==> src/rtl/utopia_pkg.sv <==
package utopia_pkg;
  localparam int CELL_LEN   = 53;
  localparam int CELL_SLOTS = 3;
  localparam int BYTE_W     = 8;

  function automatic logic odd_par(input logic [BYTE_W-1:0] d);
    return ~^d;
  endfunction
endpackage

==> src/rtl/cell_fifo.sv <==
module cell_fifo #(
  parameter int CB        = 53,
  parameter int DC        = 3,
  parameter int W         = 8,
  parameter bit ROOM_FLAG = 1'b1
) (
  input  logic         clk,
  input  logic         rst,
  input  logic         wr_valid,
  input  logic         wr_sof,
  input  logic         wr_abort,
  input  logic [W-1:0] wr_data,
  output logic         wr_ready,
  output logic         runt,
  output logic         flag,
  output logic         rd_valid,
  output logic [W-1:0] rd_data,
  output logic         rd_sof,
  input  logic         rd_take
);
  localparam int TOTAL = CB * DC;
  localparam int AW    = $clog2(TOTAL);
  localparam int IW    = $clog2(CB);
  localparam int SLW   = (DC > 1) ? $clog2(DC) : 1;
  localparam int CW    = $clog2(DC + 1);

  logic [W-1:0]   mem [TOTAL];
  logic [SLW-1:0] wr_slot, rd_slot;
  logic [IW-1:0]  wr_idx, rd_idx, idx_use;
  logic           in_cell;
  logic [CW-1:0]  cnt;
  logic           space, start, cont, store, commit, finish;
  logic [AW-1:0]  wr_addr, rd_addr;

  function automatic logic [SLW-1:0] next_slot(input logic [SLW-1:0] s);
    return (s == SLW'(DC - 1)) ? '0 : s + 1'b1;
  endfunction

  always_comb begin
    space    = cnt < CW'(DC);
    start    = wr_valid && wr_sof && !wr_abort;
    cont     = wr_valid && !wr_sof && in_cell && !wr_abort;
    store    = (start || cont) && space;
    idx_use  = start ? '0 : wr_idx;
    commit   = store && (idx_use == IW'(CB - 1));
    runt     = start && in_cell;
    wr_ready = wr_abort || space;
    rd_valid = cnt != '0;
    finish   = rd_take && rd_valid && (rd_idx == IW'(CB - 1));
    wr_addr  = AW'(wr_slot) * AW'(CB) + AW'(idx_use);
    rd_addr  = AW'(rd_slot) * AW'(CB) + AW'(rd_idx);
    rd_data  = mem[rd_addr];
    rd_sof   = rd_idx == '0;
  end

  always_ff @(posedge clk) begin
    if (store) mem[wr_addr] <= wr_data;
  end

  always_ff @(posedge clk) begin
    if (rst) begin
      wr_slot <= '0;
      wr_idx  <= '0;
      in_cell <= 1'b0;
    end else if (wr_abort) begin
      wr_idx  <= '0;
      in_cell <= 1'b0;
    end else if (store) begin
      if (commit) begin
        wr_idx  <= '0;
        in_cell <= 1'b0;
        wr_slot <= next_slot(wr_slot);
      end else begin
        wr_idx  <= idx_use + 1'b1;
        in_cell <= 1'b1;
      end
    end else if (start) begin
      wr_idx  <= '0;
      in_cell <= 1'b0;
    end
  end

  always_ff @(posedge clk) begin
    if (rst) begin
      rd_slot <= '0;
      rd_idx  <= '0;
    end else if (rd_take && rd_valid) begin
      if (finish) begin
        rd_idx  <= '0;
        rd_slot <= next_slot(rd_slot);
      end else begin
        rd_idx <= rd_idx + 1'b1;
      end
    end
  end

  always_ff @(posedge clk) begin
    if (rst) cnt <= '0;
    else     cnt <= cnt + CW'(commit) - CW'(finish);
  end

  generate
    if (ROOM_FLAG) begin : g_room
      assign flag = (cnt + CW'(in_cell)) < CW'(DC);
    end else begin : g_avail
      logic [CW-1:0] whole;
      assign whole = cnt - CW'(rd_idx != '0);
      assign flag  = whole != '0;
    end
  endgenerate
endmodule

==> src/rtl/cell_status.sv <==
module cell_status #(
  parameter int W = 8
) (
  input  logic         clk,
  input  logic         rst,
  input  logic         chk_en,
  input  logic [W-1:0] data,
  input  logic         par,
  input  logic         runt_a,
  input  logic         runt_b,
  input  logic         irq_en,
  output logic         par_err,
  output logic         runt_seen,
  output logic         irq
);
  import utopia_pkg::*;
  logic bad;

  always_comb begin
    bad = chk_en && (par != odd_par(data));
    irq = par_err && irq_en;
  end

  always_ff @(posedge clk) begin
    if (rst) begin
      par_err   <= 1'b0;
      runt_seen <= 1'b0;
    end else begin
      if (bad)             par_err   <= 1'b1;
      if (runt_a || runt_b) runt_seen <= 1'b1;
    end
  end
endmodule

==> src/rtl/rx_out_stage.sv <==
module rx_out_stage #(
  parameter int W = 8
) (
  input  logic         clk,
  input  logic         rst,
  input  logic         rx_en,
  input  logic         src_valid,
  input  logic [W-1:0] src_data,
  input  logic         src_sof,
  output logic         take,
  output logic [W-1:0] rx_data,
  output logic         rx_soc,
  output logic         rx_par
);
  import utopia_pkg::*;

  assign take = rx_en && src_valid;

  always_ff @(posedge clk) begin
    if (rst) begin
      rx_data <= '0;
      rx_soc  <= 1'b0;
      rx_par  <= 1'b1;
    end else if (take) begin
      rx_data <= src_data;
      rx_soc  <= src_sof;
      rx_par  <= odd_par(src_data);
    end
  end
endmodule

==> src/rtl/utopia_cell_if.sv <==
module utopia_cell_if #(
  parameter int CB = utopia_pkg::CELL_LEN,
  parameter int DC = utopia_pkg::CELL_SLOTS,
  parameter int W  = utopia_pkg::BYTE_W
) (
  input  logic         clk,
  input  logic         rst,
  input  logic         tx_en,
  input  logic         tx_soc,
  input  logic [W-1:0] tx_data,
  input  logic         tx_par,
  output logic         tx_cav,
  output logic         ln_tx_valid,
  input  logic         ln_tx_ready,
  output logic [W-1:0] ln_tx_data,
  output logic         ln_tx_sop,
  input  logic         ln_rx_valid,
  output logic         ln_rx_ready,
  input  logic [W-1:0] ln_rx_data,
  input  logic         ln_rx_sop,
  input  logic         sig_good,
  input  logic         rx_en,
  output logic [W-1:0] rx_data,
  output logic         rx_soc,
  output logic         rx_par,
  output logic         rx_cav,
  input  logic         par_irq_en,
  output logic         par_err,
  output logic         runt_seen,
  output logic         irq
);
  logic         tx_acc, tx_runt, rx_runt;
  logic         rxq_valid, rxq_sof, rxq_take;
  logic [W-1:0] rxq_data;

  cell_fifo #(.CB(CB), .DC(DC), .W(W), .ROOM_FLAG(1'b1)) u_txq (
    .clk      (clk),
    .rst      (rst),
    .wr_valid (tx_en),
    .wr_sof   (tx_soc),
    .wr_abort (1'b0),
    .wr_data  (tx_data),
    .wr_ready (tx_acc),
    .runt     (tx_runt),
    .flag     (tx_cav),
    .rd_valid (ln_tx_valid),
    .rd_data  (ln_tx_data),
    .rd_sof   (ln_tx_sop),
    .rd_take  (ln_tx_ready)
  );

  cell_fifo #(.CB(CB), .DC(DC), .W(W), .ROOM_FLAG(1'b0)) u_rxq (
    .clk      (clk),
    .rst      (rst),
    .wr_valid (ln_rx_valid),
    .wr_sof   (ln_rx_sop),
    .wr_abort (!sig_good),
    .wr_data  (ln_rx_data),
    .wr_ready (ln_rx_ready),
    .runt     (rx_runt),
    .flag     (rx_cav),
    .rd_valid (rxq_valid),
    .rd_data  (rxq_data),
    .rd_sof   (rxq_sof),
    .rd_take  (rxq_take)
  );

  rx_out_stage #(.W(W)) u_rxo (
    .clk       (clk),
    .rst       (rst),
    .rx_en     (rx_en),
    .src_valid (rxq_valid),
    .src_data  (rxq_data),
    .src_sof   (rxq_sof),
    .take      (rxq_take),
    .rx_data   (rx_data),
    .rx_soc    (rx_soc),
    .rx_par    (rx_par)
  );

  cell_status #(.W(W)) u_stat (
    .clk       (clk),
    .rst       (rst),
    .chk_en    (tx_en && tx_acc),
    .data      (tx_data),
    .par       (tx_par),
    .runt_a    (tx_runt),
    .runt_b    (rx_runt),
    .irq_en    (par_irq_en),
    .par_err   (par_err),
    .runt_seen (runt_seen),
    .irq       (irq)
  );
endmodule

==> config.mk <==
export PLATFORM = sky130hd
export DESIGN_NAME = utopia_cell_if
export DESIGN_NICKNAME = d
export VERILOG_FILES = /design/src/rtl/utopia_pkg.sv /design/src/rtl/cell_fifo.sv /design/src/rtl/cell_status.sv /design/src/rtl/rx_out_stage.sv /design/src/rtl/utopia_cell_if.sv
export SDC_FILE = /design/constraint.sdc
export NUM_CORES = 2
export LEC_CHECK = 0
export BUFFER_PORTS_ARGS = -buffer_cell sky130_fd_sc_hd__buf_2
export CELL_PAD_IN_SITES_DETAIL_PLACEMENT = 1
export CELL_PAD_IN_SITES_GLOBAL_PLACEMENT = 1
export CORE_ASPECT_RATIO = 1.25
export CORE_MARGIN = 4
export CORE_UTILIZATION = 60
export CTS_CLUSTER_DIAMETER = 30
export DETAILED_ROUTE_END_ITERATION = 6
export PLACE_DENSITY_LB_ADDON = 0.05
export SYNTH_ARGS = -nofsm -noshare
export SYNTH_HDL_FRONTEND = slang
export SYNTH_SLANG_ARGS = --single-unit
==> constraint.sdc <==
create_clock -name clk -period 10.97 [get_ports clk]
set_clock_uncertainty 0.15 [all_clocks]
set_input_delay 0.5485 -clock clk [delete_from_list [all_inputs] [get_ports clk]]
set_output_delay 0.5485 -clock clk [all_outputs]
set_load 0.01 [all_outputs]
==> flow_summary_export.csv <==
group,metric,value,unit
routing,firstDrtPassIters,6,
timing,fin_crit,6.74,ns
critical_path,cp.required,10.27,ns
power,combPwrFrac,1.0,%
routing,routedWlPerCell,35.6,um
clock_tree,cts_root_buffer,"clkbuf_16",
power,power.total,24.8,mW
clock_tree,numCtsBuffers,424,
floorplan,die_x,377,um
floorplan,die_h,470,um
floorplan,ios,53,
critical_path,reg2reg_depth,13,
placement,dpl_cell_area,105000,um^2
synth,syn_area,102000,um^2
job,max-cap-violations,0,
grt,grt_pass1_wl,400000,um
finish,fin_util,70.8,%
critical_path,cp-start-kind,"register",
critical_path,critPathCaptureType,"primary output",
finish,layout-drive-gt1-share,30.5,%
synth,synth_edf_count,2544,
placement,io_buffers,52,
critical_path,crit_fanout,62,
routing,top_layer,"met5",
critical_path,rr_endpoint,"u_rxo.rx_par",
timing,max_freq,148,MHz
critical_path,ff2ff_setup_slack,4.68,ns
synth,ys_ff_latch,2594,
synth,synth_ff_type,"edfxtp_1",
clock_tree,ctsResizeCount,0,
placement,dp.cells,6881,
hold_path,worst_hold_path_type,"input pin to register",
synth,synth.area.top_cells,"edfxtp_1 (75%), mux4_2 (17%), nor2_1 (1.5%)",
routing,drt-initial-drc-count,5840,
synth,yosysSeqAreaShare,75.6,%
hold_path,hold_start,"ln_rx_data[0]",
finish,area.sequential,77400,um^2
power,switching_share,20.8,%
finish,instances_no_fill,7680,
synth,syn_inst,4762,
synth,synth_common_cells,"edfxtp_1 (2544), mux4_2 (759), nor2_1 (418)",
timing,relSlewSlack,11.6,%
routing,wl,274000,um
synth,syn-num-nets,4856,
grt,gr-total-overflow,0,
clock_tree,clock-sinks,2594,
clock_tree,clk_latency,0.96,ns
synth,ys_types,67,
routing,drt-met1-wl,98400,um
power,powerDensity,207,nW/um^2
grt,antenna_found_initial,9,
grt,track_usage,31.6,%
placement,post-dp-hpwl,160000,um
synth,synth_area_leader_cell,"edfxtp_1",
synth,avgSynthCellArea,21.5,um^2
timing,drv_slew,0,
synth,synth.most_common_cell,"edfxtp_1",
hold_path,hold_end,"u_rxq.mem[68][0]",
routing,vias,51000,
power,internal_power,19.6,mW
placement,gp_congestion,0.825,
clock_tree,clkTransAtPathRegs,0.06,ns
power,pwr-share-clk,55.1,%
timing,hold_violations,0,
power,leakagePower,37.9,nW
synth,async_reset_ff_share,0,%
routing,vias_per_cell,6.63,
clock_tree,cts_tree,"done",
power,pwr-share-seq,43.9,%
routing,dr_wl_met3,19800,um
routing,wl_met2,143000,um
floorplan,dieArea,177000,um^2
finish,areaGrowthSynthToFinish,17.3,%
timing,setup_viol,0,
finish,nFillCells,12800,
finish,design_area,120000,um^2
finish,multi_input_area,23800,um^2
finish,fin_nets,5196,
floorplan,std_cell_rows,169,
routing,drtAntennaViolNets,0,
floorplan,initial_core_util,60.4,%
grt,grt_max_degree,121,
timing,rsz0062_at_grt,"no",
power,ir_drop,0.163,mV
timing,final.setup.tns,0,ns
synth,yosys.area.top_type_share,74.6,%
power,switchingPower,5.16,mW
grt,grt_pass1_vias,55200,
routing,drc,0,
floorplan,core-area,170000,um^2
clock_tree,cts_setup_buffers,0,
run_status,outcome,"finished clean",
critical_path,worstReg2RegStart,"u_rxq.rd_idx[3]",
synth,yosysWarnings,0,
clock_tree,cts-htree-levels,5,
hold_path,holdPathStages,1,
clock_tree,cts.path.max_buffers,4,
timing,worst_pin_slew,1.32,ns
critical_path,critPathKind,"register to primary output",
timing,fin_crit_sh,61.4,%
critical_path,worst_ep_arrival_time,6.04,ns
## metal layers
layer | GRT usage, % | up-vias
li1 | - | 20600
met1 | 41.2 | 27200
met2 | 53.3 | 2613
met3 | 5.72 | 584
met4 | 13.4 | 4
met5 | 0 | -
## layout by cell type, fill, tap and decap left out, types with 7 or more instances in the layout
cell | Yosys | routed
edfxtp_1 | 2544 | 2544
mux4_2 | 759 | 759
clkbuf_16 | 0 | 431
nor2_1 | 418 | 417
nand2_1 | 212 | 211
buf_4 | 12 | 92
mux2i_1 | 66 | 66
bufinv_16 | 0 | 61
inv_6 | 0 | 60
ha_1 | 59 | 55
clkinv_4 | 0 | 52
clkinv_2 | 0 | 51
clkinvlp_4 | 0 | 50
dfxtp_1 | 50 | 50
a21oi_1 | 48 | 48
xnor2_1 | 39 | 37
buf_2 | 45 | 36
inv_1 | 34 | 34
clkinv_1 | 1 | 34
nand3_1 | 32 | 32
o21ai_0 | 27 | 27
nor3_1 | 20 | 19
xor2_1 | 21 | 19
clkbuf_1 | 117 | 18
dlygate4sd3_1 | 0 | 18
and3_1 | 16 | 16
and2_1 | 15 | 15
a211oi_1 | 15 | 15
inv_8 | 0 | 13
mux2_2 | 12 | 12
nand4_1 | 11 | 11
a31oi_1 | 9 | 9
clkinv_8 | 0 | 8
buf_12 | 3 | 8
a21o_1 | 7 | 7
## sequential cells by signal, indices dropped and copies added, names as in the netlist, 6 cells and up
register	cells
u_txq.mem	1272
u_txq.wr_idx	6
u_rxq.mem	1272
u_rxo.rx_data	8
u_txq.rd_idx	6
u_rxq.rd_idx	6
u_rxq.wr_idx	6
## repair_timing
action,in CTS,in global routing
hold endpoints to repair,303,0
hold buffers,18,0
setup endpoints to repair,0,0
## worst max-delay path by stage
stage	startpoint	slack [ns]	cells after the start	endpoint
final	u_txq.rd_slot[0]	4.23	11	ln_tx_data[2]
after global routing	u_txq.rd_slot[0]	3.90	9	ln_tx_data[2]
after global placement	u_rxq.rd_slot[1]	5.17	15	u_rxo.rx_par
after floorplan	u_txq.rd_slot[1]	6.37	14	ln_tx_data[0]
after detailed placement	u_rxq.rd_idx[3]	5.08	14	u_rxo.rx_par
after CTS	u_txq.rd_slot[0]	4.15	9	ln_tx_data[2]
## worst max-delay path, cell delays in order, from the launching register on
cell	delay (ns)
dfxtp_1	0.54
ha_4	0.21
ha_4	0.14
inv_1	0.06
fa_4	1.11
buf_4	0.80
mux4_2	0.45
mux4_2	0.56
mux4_2	0.50
mux2i_1	0.26
o21ai_0	0.20
buf_2	0.20
## metrics by stage
step,hold slack [ns],setup WS (ns)
6_report,0.0796,4.23
5_1_grt,0.0712,3.90
4_1_cts,0.0301,4.15
2_1_floorplan,0.323,6.37
3_3_place_gp,0.327,5.17
3_5_place_dp,0.330,5.08
## power groups by stage
stage                     sequential (mW)  clock (mW)  combinational (mW)
after floorplan                      11.1           0              0.0325
final                                10.9        13.6               0.248
after global placement               11.1           0               0.224
after CTS                            10.9        13.8               0.248
after detailed placement             11.1           0               0.240
after global routing                 10.9        14.3               0.264
## cell families after synthesis
kind of cell	Yosys count	share of synthesized area, %
AO/OA/AOI/OAI	162	1.04
XOR/XNOR	66	0.615
adder cells (fa/ha/maj)	67	0.878
buffers and inverters	278	1.31
flip-flops	2594	75.6
multiplexers	838	17.5
AND/OR/NAND/NOR	757	3.04
## cell type report
class / instances / area share, %
clock buffers: 449 / 9.04
flip-flops and latches: 2594 / 64.5
well taps: 2223 / 2.32
diodes: 4 / 0.00834
multi-input cells: 1890 / 19.8
repair buffers: 157 / 1.04
inverters: 35 / 0.109
clock inverters: 328 / 3.20
(Power assumes the default switching activity.)
